$ cat config.mk
export PLATFORM = sky130hd
export DESIGN_NAME = lc_align
export DESIGN_NICKNAME = d
export VERILOG_FILES = /design/src/rtl/lc_align.sv
export SDC_FILE = /design/constraint.sdc
export NUM_CORES = 1
export LEC_CHECK = 0
export BUFFER_PORTS_ARGS = -buffer_cell sky130_fd_sc_hd__buf_4
export CAP_MARGIN = 10
export CORE_MARGIN = 4
export CORE_UTILIZATION = 33
export DETAILED_ROUTE_END_ITERATION = 7
export GPL_TIMING_DRIVEN = 0
export SKIP_LAST_GASP = 1
export SYNTH_ARGS = -nofsm -noshare
export SYNTH_HDL_FRONTEND = slang
export SYNTH_SLANG_ARGS = --single-unit
$ cat constraint.sdc
create_clock -name clk -period 3 [get_ports clk]
set_input_delay 0.6 -clock clk [delete_from_list [all_inputs] [get_ports clk]]
set_output_delay 0.6 -clock clk [all_outputs]
set_load 0.02 [all_outputs]
$ cat src/rtl/lc_align.sv
module lc_align #(
  parameter int DW  = 8,
  parameter int REF = 8
) (
  input  logic                      clk,
  input  logic                      rst_n,
  input  logic                      pix_en,
  input  logic                      line_start,
  input  logic [$clog2(REF):0]      delay_code,
  input  logic                      bypass_req,
  input  logic                      window_only,
  input  logic                      vblank,
  input  logic                      in_valid,
  input  logic [DW-1:0]             luma_in,
  input  logic [DW-1:0]             chroma_in,
  output logic                      out_valid,
  output logic [DW-1:0]             luma_out,
  output logic [DW-1:0]             chroma_out
);
  localparam int CW    = $clog2(REF) + 1;
  localparam int DEPTH = 2*REF - 1;
  localparam int TW    = $clog2(2*REF);

  logic [DW-1:0] lsr [1:DEPTH];
  logic [DW-1:0] csr [1:REF];
  logic [REF:1]  vsr;
  logic [CW-1:0] code_q;
  logic          byp_q;
  logic [TW-1:0] tap_d;
  logic [DW-1:0] luma_tap;
  logic          byp_on;

  wire load = pix_en && line_start;

  assign tap_d  = code_q[CW-1] ? TW'(REF-1) - TW'(code_q[CW-2:0])
                               : TW'(REF)   + TW'(code_q[CW-2:0]);
  assign byp_on = byp_q && (!window_only || vblank);

  always_comb begin
    luma_tap = luma_in;
    for (int k = 1; k <= DEPTH; k++)
      if (tap_d == TW'(k)) luma_tap = lsr[k];
  end

  always_ff @(posedge clk or negedge rst_n) begin
    if (!rst_n) begin
      for (int k = 1; k <= DEPTH; k++) lsr[k] <= '0;
      for (int k = 1; k <= REF; k++)   csr[k] <= '0;
      vsr        <= '0;
      code_q     <= '0;
      byp_q      <= 1'b0;
      luma_out   <= '0;
      chroma_out <= '0;
      out_valid  <= 1'b0;
    end else begin
      out_valid <= pix_en && vsr[REF];
      if (pix_en) begin
        lsr[1] <= luma_in;
        for (int k = 2; k <= DEPTH; k++) lsr[k] <= lsr[k-1];
        csr[1] <= chroma_in;
        for (int k = 2; k <= REF; k++)   csr[k] <= csr[k-1];
        vsr        <= {vsr[REF-1:1], in_valid};
        luma_out   <= luma_tap;
        chroma_out <= byp_on ? '0 : csr[REF];
        if (load) begin
          code_q <= delay_code;
          byp_q  <= bypass_req;
        end
      end
    end
  end

  p_valid_gated_r6: assert property (@(posedge clk) disable iff (!rst_n)
    !pix_en |=> !out_valid);

  p_hold_r9: assert property (@(posedge clk) disable iff (!rst_n)
    !pix_en |=> $stable(luma_out) && $stable(chroma_out));

  p_code_stable_r5: assert property (@(posedge clk) disable iff (!rst_n)
    !load |=> $stable(code_q) && $stable(byp_q));

  p_chroma_zero_r7: assert property (@(posedge clk) disable iff (!rst_n)
    pix_en && byp_q && (!window_only || vblank) |=> chroma_out == '0);

  p_window_r8: assert property (@(posedge clk) disable iff (!rst_n)
    pix_en && !byp_q |=> chroma_out == $past(csr[REF]));
endmodule

; ---- Word-level counts from Yosys, hierarchy flattened
; Index checks and enable logic that the tools add are counted.
[word_totals]
regBits = 214
latchBits = 0
ramBits = 0
romBits = 0
inputBits = 28
n_memories = 0
[op_classes]
addsub = 2
mul = 0
div_mod_pow = 0
magnitude_cmp = 0
n_eq_ne = 15
shift = 0
n_mux = 17
bitwise_logic = 0
reduce_logical = 6
[op_table]
columns = operator, count
row1 = two-way mux 8 bit, 16
row2 = "equality test 4 bit, second input constant", 8
row3 = "equality test 4 x 3 -> 1 bit, second input constant", 4
row4 = "equality test 4 x 2 -> 1 bit, second input constant", 2
row5 = "adder 4 x 3 -> 4 bit, first input constant", 1
row6 = "equality test 4 x 1 -> 1 bit, second input constant", 1
row7 = two-way mux 4 bit, 1
row8 = "subtractor 3 x 3 -> 4 bit, first input constant", 1
row9 = logical AND 1 bit, 3
row10 = AND reduction 2 bit, 1
row11 = zero test 1 bit, 1
row12 = logical OR 1 bit, 1

; ---- Depth between registers and ports, before layout
[logic_depth]
depth_word = 18
mapped_depth = 8

; ---- Least setup slack after synthesis
; OpenSTA, ideal clock, no wires.
[synth_path]
kind = input to register
from = input port pix_en
to = register lsr[33] in the netlist's numbering
setup_ps = 125
t_arrival_ps = 1573
path_slack_ps = 1303
path_stages = 4
n_path_buf = 3
path_cell_list = buf_2 clkbuf_1 buf_2 mux2_2
[synth_lines]
columns = item, line
row1 = from (decl), 7  ; input logic pix_en,
row2 = to (decl), 24  ; logic [DW-1:0] lsr [1:DEPTH];
; No word-level cell between the ends.

; ---- Worst setup path in the final report
[layout_path]
from = register code_q[1]
to = register luma_out[3]
[layout_between]
elab_chain_cells = 18
elab_cells_between_ends = 33
classes_between = 2 x add/sub / 15 x eq/ne / 16 x mux
[layout_lines]
columns = item, line
row1 = from (decl), 27  ; logic [CW-1:0] code_q;
row2 = from (signal assigned), 66  ; code_q <= delay_code;
row3 = adder 4 x 3 -> 4 bit or subtractor 3 x 3 -> 4 bit (tied branches), "36, 35"
row4 = two-way mux 4 bit (*), 35  ; assign tap_d = code_q[CW-1] ? TW'(REF-1) - TW'(code_q[CW-2:0])
row5 = equality test 4 x 1 -> 1 bit, 42  ; if (tap_d == TW'(k)) luma_tap = lsr[k];
row6 = two-way mux 8 bit (14 in a row), 42
row7 = two-way mux 8 bit (*), 42
row8 = to (signal assigned), 63  ; luma_out <= luma_tap;
row9 = to (decl), 17  ; output logic [DW-1:0] luma_out,
; Every way passes the cells marked *; elsewhere a longest branch is shown, timed or not.
; A chain may end at the register's enable or synchronous reset.

==> impl_metrics.yaml <==
place:
  dp_hpwl_um: 16160
  placed_area_sq_mm: 0.01058
  port_buffers: 43
  gp_congestion: 0.8125
final_layout:
  final_design_area_no_fill_sq_mm: 0.01136
  layout.nets: 827
  utilization_pct: 39.37
  area_delta_synth_final_pct: 17.00
  final_layout_size_suffix_gt1_share_pct: 41.65
  n_antenna_cell: 0
sta:
  fin_crit_sh_pct: 75.92
  worst_clock_skew_ps: 5.437
  slew_headroom_pct: 48.51
  hold_viol: 2
  fmax_mhz: 439.1
  worst_pin_slew_ps: 767.1
  layout_min_cycle_time_ps: 2277
  grt_setup_unrepaired: "no"
  setup_viol: 0
  report.final.slew_viol_count: 0
  hold_slack_ps: -1.752
die:
  die_area_sq_mm: 0.03223
  die_y_um: 179.5
  die_w_um: 179.5
  rows: 62
  start_util_pct: 33.65
  ios: 45
  fp.coreArea_sq_mm: 0.02886
critical_path:
  crit_required_ps: 3450
  worstSetupStartpointType: "register"
  critPathKind: "reg2reg"
  crit_arrival_ps: 2730
  path_cells: "buf_6 > nand4bb_1 > clkbuf_1 > o22ai_1 > a311oi_1 > o221ai_2 > nand2_1"
  cp_slowest_cell: "a311oi_1"
  cp_max_fo: 10
  endpoint_kind: "register"
  path_buf_inv: 2
  max_stage_delay_ps: 630
  critPathTopFamily: "compound AO/OA/AOI/OAI gates"
global_routing:
  antenna_found_initial: 0
  grt_usage_pct: 14.13
  grt-ovfl-total: 0
  grt_max_degree: 83
  grt_pass1_vias: 6421
  grt_pass1_wl_um: 36920
clock_network:
  clockBufferDepth: 3
  clockRootBuffer: "clkbuf_16"
  postCtsSetupBuffers: 0
  clk_pin_slew_ps: 60
  tritoncts: "built"
  cts_hold_buf: 0
  clk_latency_ps: 520
  cts_sinks: 214
  h-tree-depth: 1
  cts_resized: 0
  cts_buffers: 24
run_status:
  status: "complete, but fails checks"
  violations: "negative hold slack"
routing:
  dr.pass1.iters: 5
  avgViaCountPerCell: 5.125
  dr_total_vias: 6140
  drc: 0
  wl_um: 23200
  wire_per_inst_um: 19.36
  drt_iter0_drc: 444
  drtAntennaViolNets: 0
synth:
  ys_seq_area_share_pct: 55.15
  synth_area_leaders: "dfrtp_1 55%, mux2_2 22%, mux2i_1 1.6%"
  syn_area_sq_mm: 0.009711
  syn-num-nets: 756
  ys_ff_latch: 214
  synth_simple_gate_area_share_pct: 6.133
  muxShareOfSynthArea_pct: 23.68
  synth_top_family_by_area: "multiplexers"
  synth_compound_area_share_pct: 11.07
  syn_inst: 728
  yosysTopAreaCellShare_pct: 55.15
  synthDistinctLibCells: 45
  synth_edf_count: 0
  synth_flop_cell: "dfrtp_1"
  synth_area_per_cell_sq_um: 13.34
  synth_xor_area_share_pct: 0
  async_reset_ff_share_pct: 100.0
  netlist.top_cell.by_area: "dfrtp_1"
  yosys_warnings: 0
  synthAdderAreaFrac_pct: 0
pwr:
  vdd_ir_drop_max_mv: 0.3901
  power_leakage_nw: 4.787
  power.density_mw_per_mm2: 867.3
worst_hold_path:
  hold_class: "in2async"
job:
  drv_cap: 0
==> report_power, final <==
group          internal, W  switching (W)  total (W)  leakage [nW]
logic              0.00125        0.00111    0.00236          1.86
registers          0.00384       0.000761    0.00460          2.55
clock network      0.00175        0.00114    0.00289         0.385
total              0.00684        0.00301    0.00985          4.79
==> per-layer routing <==
metal	global-route usage [%]	vias to the layer above	wire [um]
met3	2.506	47	1055
met2	22.54	146	10580
met4	4.755	0	786
met1	19.59	3122	10780
li1	-	2825	-
met5	0	-	0
==> metrics by stage <==
| step | instances | power, W | setup WS, ps | TNS [ps] |
|---|---|---|---|---|
| 2_1_floorplan | 728 | 0.006078 | 1303 | 0 |
| 3_3_place_gp | 1155 | 0.006945 | -311.8 | -59120 |
| 3_5_place_dp | 1157 | 0.007014 | 506.2 | 0 |
| 4_1_cts | 1198 | 0.009950 | 775.5 | 0 |
| 5_1_grt | 1198 | 0.01039 | 705.1 | 0 |
| 6_report | 1198 | 0.009854 | 722.5 | 0 |
==> cell usage after synthesis (all sizes together) (9+ instances only) <==
cell type  count
mux2i         16
a21oi         25
buf           41
a211oi        16
nand2         32
o21ai         15
clkbuf        16
dfrtp        214
inv           16
mux2         190
o22ai         24
a211o          9
nor2           9
nand2b        13
o22a          16
==> layout by cell type, fill, tap and decap left out, types with 2 or more instances in the layout <==
cell type  instances
dfrtp_1          214
mux2_2           190
buf_4             51
nand2_1           32
buf_2             24
a21oi_1           24
clkbuf_16         24
clkbuf_1          20
inv_1             16
mux2i_1           16
a211oi_1          16
o22a_1            16
o22ai_1           16
o21ai_0           15
nand2b_1          13
o22ai_2            8
nand4_1            8
nor2b_1            8
a211o_1            8
o21a_1             8
nor4bb_1           8
a22oi_1            8
nor2_1             8
clkbuf_8           8
nor3_2             7
buf_6              6
a311oi_1           6
o221ai_2           6
buf_1              2
clkbuf_2           2
nand3b_1           2
a311oi_2           2
o221ai_1           2
buf_16             2
==> registers in the layout, summed over array words and instances (netlist names) <==
signal and cells:
vsr 8, luma_out 8, lsr 120, chroma_out 8, csr 64, out_valid 1
code_q 4, byp_q 1
==> area by class of cell <==
cell class	count	area (sq um)
clock inverter	3	51.30
clock buffer	38	733.2
inverter	16	60.06
multi-input combinational	441	3970
fill	2816	17500
sequential	214	5355
buffer	57	325.3
tap	384	480.5
timing repair buffer	45	385.4
==> path summary, 6_finish.rpt <==
| path | start | to | slack, ps | cells past startpoint |
|---|---|---|---|---|
| min reg2reg | csr[7]$_DFFE_PN0P_ | chroma_out[7]$_DFFE_PN0P_ | 480 | 2 |
| min | rst_n | lsr[72]$_DFFE_PN0P_ | -2 | 1 |
| min in group clk | chroma_in[6] | csr[62]$_DFFE_PN0P_ | 310 | 2 |
| max reg2reg | code_q[1]$_DFFE_PN0P_ | luma_out[3]$_DFFE_PN0P_ | 720 | 7 |
| max in group asynchronous | rst_n | lsr[10]$_DFFE_PN0P_ | 1850 | 3 |
| max | code_q[1]$_DFFE_PN0P_ | luma_out[3]$_DFFE_PN0P_ | 720 | 7 |
==> cells by family after synthesis <==
logic type | Yosys count
multiplexers | 206
AND/OR/NAND/NOR | 96
buffers and inverters | 73
AO/OA/AOI/OAI | 139
flip-flops | 214
Note: power is estimated with default switching activity, not from simulation.
